[src/rtl/scsi_rx_pkg.sv]
package scsi_rx_pkg;

    // Controller states shared by the engine and its checker
    typedef enum logic [2:0] {
        ST_IDLE,
        ST_A_WAIT,   // interlocked: wait for ACK released and queue credit
        ST_A_REQ,    // interlocked: REQ low, wait for ACK assertion
        ST_S_ARM,    // paced: waiting for queue credit
        ST_S_ON,     // paced: REQ low time
        ST_S_OFF,    // paced: REQ high time
        ST_DRAIN     // paced: all REQs issued, waiting for answers
    } rx_state_e;

endpackage

[src/rtl/scsi_rx_sync.sv]
module scsi_rx_sync #(
    parameter int W      = 10,
    parameter int STAGES = 2
) (
    input  logic         clk,
    input  logic         rst_n,
    input  logic [W-1:0] async_i,
    output logic [W-1:0] sync_o,
    output logic [W-1:0] prev_o
);

    // One extra stage keeps the previous synchronized value for edge detection
    logic [STAGES:0][W-1:0] stage_d, stage_q;

    always_comb begin
        stage_d[0] = async_i;
        for (int s = 1; s <= STAGES; s++) begin
            stage_d[s] = stage_q[s-1];
        end
    end

    always_ff @(posedge clk or negedge rst_n) begin
        if (!rst_n) begin
            stage_q <= '1;
        end else begin
            stage_q <= stage_d;
        end
    end

    assign sync_o = stage_q[STAGES-1];
    assign prev_o = stage_q[STAGES];

endmodule

[src/rtl/scsi_rx_parity.sv]
module scsi_rx_parity #(
    parameter int DATA_W = 8
) (
    input  logic [DATA_W-1:0] data_i,
    input  logic              par_i,
    output logic              ok_o
);

    // Odd parity: total number of ones over data and parity bit must be odd
    logic [DATA_W:0] word;

    assign word = {par_i, data_i};
    assign ok_o = ^word;

endmodule

[src/rtl/scsi_rx_fifo.sv]
module scsi_rx_fifo #(
    parameter int DATA_W = 8,
    parameter int DEPTH  = 4
) (
    input  logic              clk,
    input  logic              rst_n,
    input  logic              push_i,
    input  logic [DATA_W-1:0] data_i,
    input  logic              pop_i,
    output logic [DATA_W-1:0] data_o,
    output logic              valid_o,
    output logic [$clog2(DEPTH+1)-1:0] count_o
);

    localparam int PTR_W = (DEPTH > 1) ? $clog2(DEPTH) : 1;
    localparam int OCC_W = $clog2(DEPTH+1);
    localparam logic [PTR_W-1:0] LAST_PTR = PTR_W'(DEPTH - 1);

    typedef struct packed {
        logic [PTR_W-1:0] wr;
        logic [PTR_W-1:0] rd;
        logic [OCC_W-1:0] cnt;
    } fifo_ptr_t;

    fifo_ptr_t   ptr_d, ptr_q;
    logic [DATA_W-1:0] mem_q [DEPTH];

    always_comb begin
        ptr_d = ptr_q;
        if (push_i) begin
            ptr_d.wr = (ptr_q.wr == LAST_PTR) ? '0 : ptr_q.wr + 1'b1;
        end
        if (pop_i) begin
            ptr_d.rd = (ptr_q.rd == LAST_PTR) ? '0 : ptr_q.rd + 1'b1;
        end
        ptr_d.cnt = ptr_q.cnt + OCC_W'(push_i) - OCC_W'(pop_i);
    end

    always_ff @(posedge clk or negedge rst_n) begin
        if (!rst_n) begin
            ptr_q <= '0;
        end else begin
            ptr_q <= ptr_d;
        end
    end

    always_ff @(posedge clk) begin
        if (push_i) begin
            mem_q[ptr_q.wr] <= data_i;
        end
    end

    assign data_o  = mem_q[ptr_q.rd];
    assign valid_o = (ptr_q.cnt != '0);
    assign count_o = ptr_q.cnt;

endmodule

[src/rtl/scsi_rx_engine.sv]
module scsi_rx_engine
    import scsi_rx_pkg::*;
#(
    parameter int CNT_W       = 16,
    parameter int TIM_W       = 8,
    parameter int DEPTH       = 4,
    parameter int SYNC_STAGES = 2
) (
    input  logic             clk,
    input  logic             rst_n,
    input  logic             start,
    input  logic             mode_sync,
    input  logic [CNT_W-1:0] count_m1,
    input  logic [TIM_W-1:0] assert_len,
    input  logic [TIM_W-1:0] period_len,
    output logic             busy,
    output logic             req_n,
    input  logic             ack_n,
    input  logic [7:0]       db_i,
    input  logic             dbp_i,
    output logic [7:0]       out_data,
    output logic             out_valid,
    input  logic             out_ready,
    output logic             par_err_irq,
    input  logic             irq_clr
);

    localparam int DATA_W = 8;
    localparam int BUS_W  = DATA_W + 2;   // ack, parity, data
    localparam int OCC_W  = $clog2(DEPTH+1);
    localparam logic [OCC_W:0] DEPTH_V = (OCC_W+1)'(DEPTH);
    localparam logic [TIM_W-1:0] ONE_T = TIM_W'(1);

    typedef struct packed {
        rx_state_e        st;
        logic             req_n;
        logic             mode;
        logic [CNT_W-1:0] req_left;
        logic [TIM_W-1:0] tmr;
        logic [TIM_W-1:0] on_len;
        logic [TIM_W-1:0] off_len;
        logic [OCC_W-1:0] inflight;
        logic             irq;
    } ctl_t;

    ctl_t ctl_d, ctl_q;

    // Bus synchronizer: ACK and the nine sampled lines share one chain
    logic [BUS_W-1:0] bus_sync, bus_prev;
    logic             ack_s, ack_fall;
    logic [DATA_W-1:0] cap_data;
    logic             cap_par;

    scsi_rx_sync #(
        .W      (BUS_W),
        .STAGES (SYNC_STAGES)
    ) u_sync (
        .clk     (clk),
        .rst_n   (rst_n),
        .async_i ({ack_n, dbp_i, db_i}),
        .sync_o  (bus_sync),
        .prev_o  (bus_prev)
    );

    assign ack_s    = bus_sync[BUS_W-1];
    assign ack_fall = bus_prev[BUS_W-1] & ~ack_s;
    assign cap_par  = bus_sync[DATA_W];
    assign cap_data = bus_sync[DATA_W-1:0];

    // Parity check on the captured sample
    logic par_ok;

    scsi_rx_parity #(
        .DATA_W (DATA_W)
    ) u_par (
        .data_i (cap_data),
        .par_i  (cap_par),
        .ok_o   (par_ok)
    );

    // Output queue
    logic             push;
    logic             pop;
    logic [OCC_W-1:0] fifo_cnt;

    assign pop = out_valid & out_ready;

    scsi_rx_fifo #(
        .DATA_W (DATA_W),
        .DEPTH  (DEPTH)
    ) u_fifo (
        .clk     (clk),
        .rst_n   (rst_n),
        .push_i  (push),
        .data_i  (cap_data),
        .pop_i   (pop),
        .data_o  (out_data),
        .valid_o (out_valid),
        .count_o (fifo_cnt)
    );

    // A byte is taken only when a REQ is waiting for its answer
    assign push = ack_fall & (ctl_q.inflight != '0);

    logic             credit;
    logic             issue;
    logic [TIM_W-1:0] on_w;
    logic [TIM_W-1:0] off_w;

    assign credit = ({1'b0, ctl_q.inflight} + {1'b0, fifo_cnt}) < DEPTH_V;
    assign on_w   = (assert_len == '0) ? ONE_T : assert_len;
    assign off_w  = (period_len > on_w) ? (period_len - on_w) : ONE_T;

    always_comb begin
        ctl_d = ctl_q;
        issue = 1'b0;
        unique case (ctl_q.st)
            ST_IDLE: begin
                if (start) begin
                    ctl_d.mode     = mode_sync;
                    ctl_d.req_left = count_m1;
                    ctl_d.on_len   = on_w;
                    ctl_d.off_len  = off_w;
                    ctl_d.st       = mode_sync ? ST_S_ARM : ST_A_WAIT;
                end
            end
            ST_A_WAIT: begin
                if (ack_s && credit) begin
                    ctl_d.req_n = 1'b0;
                    issue       = 1'b1;
                    ctl_d.st    = ST_A_REQ;
                end
            end
            ST_A_REQ: begin
                if (push) begin
                    ctl_d.req_n = 1'b1;
                    if (ctl_q.req_left == '0) begin
                        ctl_d.st = ST_IDLE;
                    end else begin
                        ctl_d.req_left = ctl_q.req_left - 1'b1;
                        ctl_d.st       = ST_A_WAIT;
                    end
                end
            end
            ST_S_ARM: begin
                if (credit) begin
                    ctl_d.req_n = 1'b0;
                    issue       = 1'b1;
                    ctl_d.tmr   = ctl_q.on_len - 1'b1;
                    ctl_d.st    = ST_S_ON;
                end
            end
            ST_S_ON: begin
                if (ctl_q.tmr == '0) begin
                    ctl_d.req_n = 1'b1;
                    if (ctl_q.req_left == '0) begin
                        ctl_d.st = ST_DRAIN;
                    end else begin
                        ctl_d.req_left = ctl_q.req_left - 1'b1;
                        ctl_d.tmr      = ctl_q.off_len - 1'b1;
                        ctl_d.st       = ST_S_OFF;
                    end
                end else begin
                    ctl_d.tmr = ctl_q.tmr - 1'b1;
                end
            end
            ST_S_OFF: begin
                if (ctl_q.tmr == '0) begin
                    if (credit) begin
                        ctl_d.req_n = 1'b0;
                        issue       = 1'b1;
                        ctl_d.tmr   = ctl_q.on_len - 1'b1;
                        ctl_d.st    = ST_S_ON;
                    end else begin
                        ctl_d.st = ST_S_ARM;
                    end
                end else begin
                    ctl_d.tmr = ctl_q.tmr - 1'b1;
                end
            end
            ST_DRAIN: begin
                if (ctl_q.inflight == '0) begin
                    ctl_d.st = ST_IDLE;
                end
            end
            default: begin
                ctl_d.st    = ST_IDLE;
                ctl_d.req_n = 1'b1;
            end
        endcase

        ctl_d.inflight = ctl_q.inflight + OCC_W'(issue) - OCC_W'(push);

        // Set wins over clear
        if (push && !par_ok) begin
            ctl_d.irq = 1'b1;
        end else if (irq_clr) begin
            ctl_d.irq = 1'b0;
        end
    end

    always_ff @(posedge clk or negedge rst_n) begin
        if (!rst_n) begin
            ctl_q       <= '0;
            ctl_q.st    <= ST_IDLE;
            ctl_q.req_n <= 1'b1;
        end else begin
            ctl_q <= ctl_d;
        end
    end

    assign busy        = (ctl_q.st != ST_IDLE);
    assign req_n       = ctl_q.req_n;
    assign par_err_irq = ctl_q.irq;

    // Taps for the bound checker
    logic             mode_lat;
    logic [OCC_W-1:0] inflight_w;

    assign mode_lat   = ctl_q.mode;
    assign inflight_w = ctl_q.inflight;

endmodule

[config.mk]
export PLATFORM = sky130hd
export DESIGN_NAME = scsi_rx_engine
export DESIGN_NICKNAME = d
export VERILOG_FILES = /design/src/rtl/scsi_rx_pkg.sv /design/src/rtl/scsi_rx_sync.sv /design/src/rtl/scsi_rx_parity.sv /design/src/rtl/scsi_rx_fifo.sv /design/src/rtl/scsi_rx_engine.sv
export SDC_FILE = /design/constraint.sdc
export NUM_CORES = 1
export LEC_CHECK = 0
export BUFFER_PORTS_ARGS = -buffer_cell sky130_fd_sc_hd__buf_4
export CORE_ASPECT_RATIO = 0.75
export CORE_MARGIN = 2
export CORE_UTILIZATION = 40
export CTS_BUF_LIST = sky130_fd_sc_hd__clkbuf_16
export DETAILED_ROUTE_END_ITERATION = 12
export GPL_TIMING_DRIVEN = 0
export RECOVER_POWER = 25
export SYNTH_ARGS = -nofsm -noshare
export SYNTH_HDL_FRONTEND = slang
export SYNTH_SLANG_ARGS = --single-unit
[constraint.sdc]
create_clock -name clk -period 5.7 [get_ports clk]
set_clock_uncertainty 0.05 [all_clocks]
set_input_delay 0.57 -clock clk [delete_from_list [all_inputs] [get_ports clk]]
set_output_delay 0.57 -clock clk [all_outputs]
set_load 0.005 [all_outputs]
== Word level (Yosys, flattened, before mapping) ==
Memory sizes are Yosys's and may differ from the RTL's.
Cells that the tools add are included.

* Bits in read-only memories: 0
* Logic and storage cells: 110
* Memories: 1
* Memory bits (writable): 32
* Register bits: 85
* Bits in latches: 0
* Output and inout port bits: 12

* Add/subtract/negate cells: 12
* Order comparisons: 2
* Reduce and logical (&&, ||, !) cells: 21
* Multiply operators: 0
* Mux-type cells: 36
* Equality and inequality tests: 19
* Divide/modulo/power cells: 0
* Shifts and indexed selects: 0
* Bitwise operators: 5

{| class="wikitable"
|+ Memories
! memory !! depth !! width !! rd ports !! clocked after memory_dff !! write ports !! RTL line !! source
|-
| u_fifo.mem_q || 4 || 8 || 1 || 0 || 1 || scsi_rx_fifo.sv:26 || <nowiki>logic [DATA_W-1:0] mem_q [DEPTH];</nowiki>
|}

{| class="wikitable"
|+ Operators by type and width
! operator !! number
|-
| 2-to-1 mux 16 bit || 4
|-
| case mux 16 bit (3 select lines) || 1
|-
| 2-to-1 mux 8 bit || 5
|-
| 2-to-1 mux 24 bit || 1
|-
| case mux 8 bit (3 select lines) || 1
|-
| subtractor 8 x 1 -> 8 bit, second input constant || 3
|-
| case mux 3 bit (7 select lines) || 1
|-
| 2-to-1 mux 4 bit || 5
|-
| inequality test 2 bit, second input constant || 10
|-
| zero test 16 bit || 1
|-
| zero test 8 bit || 2
|-
| subtractor 16 x 1 -> 16 bit, second input constant || 1
|-
| nonzero test 3 bit || 5
|-
| AND reduction 7 bit || 2
|-
| equality test 3 bit, second input constant || 3
|-
| 2-to-1 mux 1 bit || 9
|-
| 2-to-1 mux 3 bit || 3
|-
| parity 9 bit || 1
|-
| > comparator 8 bit || 1
|-
| 2-to-1 mux 2 bit || 4
|-
| subtractor 8 bit || 1
|-
| adder 3 x 1 -> 3 bit || 2
|-
| equality test 3 x 2 -> 1 bit, second input constant || 2
|-
| zero test 3 bit || 2
|-
| 17 further kinds || 25
|}

== Depth between registers and ports, before layout ==
* Depth in word-level cells: 7
* Gate-level depth with buffers: 11
* Depth with buffers taken out: 11

== By module ==
From an unflattened synthesis, not the netlist that was laid out.

* Cell total of the unflattened synthesis: 548
* Area total of the unflattened synthesis: 6084.6 µm²

{| class="wikitable"
|+ Modules (own cells, without submodules)
! module !! cells an instance !! times used !! area each (µm²)
|-
| scsi_rx_engine || 421 || 1 || 3555.9
|-
| scsi_rx_fifo || 80 || 1 || 1582.8
|-
| scsi_rx_sync || 40 || 1 || 863.3
|-
| scsi_rx_parity || 7 || 1 || 82.6
|}

== Least setup slack after synthesis ==
OpenSTA, ideal clock, no wires.

* Kind: input to register
* From: input assert_len[4]
* To: register ctl_q[10] (netlist name)
* Required time: 5.529 ns
* Setup time: 0.121 ns
* Stages: 11
* Slack: 2.885 ns
* Arrival: 2.644 ns
* Path buffers: 0
* Cell sequence: nor4_1 > a41o_1 > ha_1 > inv_1 > fa_1 > a211oi_1 > o21ai_1 > a21o_1 > a21oi_1 > nor3_1 > a22o_1

* Cells in the longest elaborated chain, start to end: 4

{| class="wikitable"
|+ Ends and longest elaborated chain
! item !! RTL line !! source
|-
| from (decl) || scsi_rx_engine.sv:14 || <nowiki>input logic [TIM_W-1:0] assert_len,</nowiki>
|-
| zero test 8 bit (*) || scsi_rx_engine.sv:111 || <nowiki>assign on_w = (assert_len == '0) ? ONE_T : assert_len;</nowiki>
|-
| 2-to-1 mux 8 bit (*) || scsi_rx_engine.sv:111 ||
|-
| named net on_w[0] || scsi_rx_engine.sv:107 || <nowiki>logic [TIM_W-1:0] on_w;</nowiki>
|-
| subtractor 8 bit or > comparator 8 bit (tied branches) || scsi_rx_engine.sv:112 || <nowiki>assign off_w = (period_len > on_w) ? (period_len - on_w) : ONE_T;</nowiki>
|-
| 2-to-1 mux 8 bit (*) || scsi_rx_engine.sv:112 ||
|-
| to (signal assigned) || scsi_rx_engine.sv:208 || <nowiki>ctl_q <= ctl_d;</nowiki>
|-
| to (decl) || scsi_rx_engine.sv:46 || <nowiki>ctl_t ctl_d, ctl_q;</nowiki>
|}

Mark *: on every way through the listed nets, which the timed path passes. The rest lies on a longest branch.
A chain may end at the register's enable or synchronous reset.

== Worst setup path after layout ==
* From: input assert_len[4]
* To: register ctl_q[8] (netlist name)

The elaborated chain is that of the path after synthesis.

==> metrics.md <==
| Metric | Value |
|---|---|
| Outcome | completed |
| Total buffers and inverters traversed by the critical path | 2 |
| Total Die Area | roughly 0.015 mm^2 |
| Clock sink total | approximately 110 |
| Net count of the finished layout | 684 |
| Overall Global Routing Usage | a little under a fifth |
| Number of DRC markers after the initial detailed-route iteration | roughly 330 |
| Number of ports placed on the die boundary | 60 |
| Most common cell after layout, fill and taps aside | dfrtp_1 |
| Worst rel slew slack | 34.6% |
| Count of port buffers added during placement | 59 |
| Vias in the first global route | approximately 4200 |
| Number of buffers inserted by hold repair at cts | 0 |
| Number of register bits inferred by synthesis | between 100 and 150 |
| Peak supply drop | ~0.18 mV |
| Element type at the critical path end | register |
| Most area-hungry cell type in the Yosys netlist | dfrtp_1 |
| Largest net degree at the start of global routing | slightly below 80 |
| Most common flop cell mapped by yosys | dfrtp_1 |
| Critical-path cell with the highest stage delay | fa_1 |
| Power per cell area | 301 mW/mm^2 |
| Diodes inserted | 0 |
| CTS H-tree lvls | 3 |
| Clock buffer count from CTS | 9 |
| Source-to-sink clock delay at the later pin of the worst-skew pair | 0.35 ns |
| Synth Cell Area | roughly 0.0057 mm^2 |
| Avg Synthesized Cell Area | 10.6 um^2 |
| Proportion of synthesized chip area in sequential cells | between 50% and 60% |
| Crit Path Max Fanout | 7 |
| Final setup slack of the worst path | approximately 2.7 ns |
| Horizontal extent of the die | around 140 um |
| DRC errors left | 0 |
| Crit path max-delay family | compound AO/OA/AOI/OAI gates |
| Gr ovfl total | 0 |
| # setup viols final | 0 |
| Aggregate negative setup slack | 0 ns |
| P&R area growth vs syn | 16.6% |
| Core ar. | 0.0138 mm^2 |
| Pre-CTS setup slack | 2.35 ns |
| Global-route wire length before repair | around 22000 um |
| Post-route total power | 0.00200 W |
| Final Critical Period | 3.03 ns |
| Count of final max-slew check failures | 0 |
| Classification of the worst-slack hold path | input port to register |
| Number of setup buffers added after CTS | 0 |
| DP Area | between 0.006 and 0.007 mm^2 |
| Max Fclk | between 300 and 400 MHz |
| Distinct cells, synth | between 60 and 70 |
| Signal arrival time at the worst endpoint | 3.22 ns |
| CP Class | input port to register |
| Max incr delay on CP | about 0.42 ns |
| CTS tree | yes |
| Resized cells post-CTS | 0 |
| CTS max path bufs | 2 |
| WL per Instance | 16.7 um |
| Half-perimeter wire length after detailed placement | 9660 um |
| Initial antenna violation count | 0 |
| Reported leakage power | between 2 and 3 nW |
| Number of routed nets with antenna violations | 0 |
| Clock root buffer | clkbuf_16 |
| Starting Density | roughly 41% |
| Count of vias placed by the detailed router | about 4400 |
| Most frequent cells in the layout | 54 x dfrtp_1, 51 x buf_4, 40 x a21oi_1, 40 x nor2_1, 39 x o21ai_0 |
| Largest cells by area after synthesis | dfrtp_1 24%, edfxtp_1 17%, dfstp_2 10% |
| Fin. Hold Viols | 0 |
| Ordered cell list for the critical path | buf_4 > nor4_1 > a41o_1 > ha_1 > inv_1 > fa_1 > a211oi_1 > o21ai_1 > a21o_1 > a21oi_1 > nor3_1 > a22o_1 |
| Synth warn | 0 |
| Fraction of final layout cells sized beyond drive strength 1 | between 10% and 20% |
| # rows | 37 |
| Critical path launch point type | input port |
| Area share of the leading cell type in the synthesized netlist | roughly a quarter |
| Gpl congestion | approximately 0.9 |
| Synthesized Nets | slightly above 600 |
| CTS clk-pin slew, worst paths | about 0.070 ns |
| CP Data Required Time | between 5 and 6 ns |
| Length of the first detailed-routing pass in iterations | 4 |
| Sum of routed wire length over all layers | 13200 um |
| Max cap viols | 0 |
| Async set-reset flop share out of synthesis | a little over two thirds |
| Gate count after technology mapping | 539 |
| Number of enable-type register cells in the synthesized netlist | 32 |
| Cell area after layout | around 0.0067 mm^2 |
| Unrepaired setup endpoints after global routing | false |
| Part of the cycle the worst path needs | 53.2% |
| Actual transition at the worst max-transition pin | about 1 ns |
| Flop2flop setup slack | just over 3 ns |
| Tightest hold margin | 0.272 ns |
| Via count normalized by instance count | around 5.6 |
| Vert. Die Dim | ~110 um |
logic make-up (layout without fill, tap and decap cells):
family / count (synthesis) / count (layout) / share of synthesized area (%)
flip-flops: 108 / 108 / 50.6
buffers and inverters: 59 / 134 / 4.32
XOR/XNOR: 29 / 29 / 4.45
multiplexers: 10 / 10 / 3.55
AO/OA/AOI/OAI: 157 / 157 / 17.5
adder cells (fa/ha/maj): 27 / 27 / 6.31
AND/OR/NAND/NOR: 149 / 149 / 13.3
Yosys cell counts (5+ instances only):
cell       n
dfrtp_1   54
a21oi_1   40
nor2_1    40
o21ai_0   39
inv_1     38
edfxtp_1  32
nand2_1   29
ha_1      24
dfstp_2   22
nor3_1    21
xnor2_1   21
nand3_1   16
a22o_1    11
a31oi_1   11
clkbuf_1  11
nand2b_1  11
mux4_2     8
xor2_1     8
a211oi_1   7
o22ai_1    7
a21o_1     6
a22oi_1    5
and2_1     5
nor4_1     5
where the power goes:
part	internal (W)	leakage, nW	total (W)	switching (W)
Combinational	0.000228	1.45	0.000462	0.000234
Sequential	0.000875	1.21	0.000925	0.0000496
Clock	0.000309	0.141	0.000617	0.000307
per-stage QoR:
step	instances	util [%]
3_5_place_dp	773	46.0
4_1_cts	789	48.1
3_3_place_gp	773	46.0
2_1_floorplan	539	-
6_report	789	48.1
5_1_grt	789	48.1
sequential cells by signal, summed over array words and instances (netlist names):
name and cells:
u_sync.sync_o 10, ctl_q 43, u_fifo.mem_q 32, par_err_irq 1, u_sync.stage_d 10, inflight_w 3, u_fifo.ptr_q 4, u_fifo.count_o 3
req_n 1, u_sync.prev_o 1
layer usage:
layer  part of all wire (%)  up-vias  wire length (um)  global-route usage [%]
met5                      0        -                 0                       0
met4                    1.1        0               144                    4.36
met3                    4.5       11               588                    3.20
met2                     45      130              5930                    28.3
met1                     49     2144              6490                    26.9
li1                       -     2108                 -                       -
final timing paths:
path | start | to | cells past startpoint
setup / recovery | assert_len[4] | ctl_q[8]$_DFFE_PN0P_ | 12
hold / removal | ack_n | u_sync.stage_d[19]$_DFF_PN1_ | 1
setup reg to reg | inflight_w[2]$_DFF_PN0_ | ctl_q[27]$_DFFE_PN0P_ | 8
hold reg to reg | u_sync.stage_d[18]$_DFF_PN1_ | u_sync.sync_o[8]$_DFF_PN1_ | 0
max in group asynchronous | rst_n | ctl_q[8]$_DFFE_PN0P_ | 1
min in group asynchronous | rst_n | u_fifo.ptr_q[3]$_DFFE_PN0P_ | 1
cell type report:
class | instances | area, um^2
buffer | 20 | 100
clock buffer | 9 | 225
clock inverter | 7 | 65.1
fill | 1241 | 7190
inverter | 39 | 146
multi-input combinational | 372 | 2570
sequential | 108 | 2890
tap | 175 | 219
timing repair buffer | 59 | 439
No activity file was read; power rests on OpenSTA's default activity.
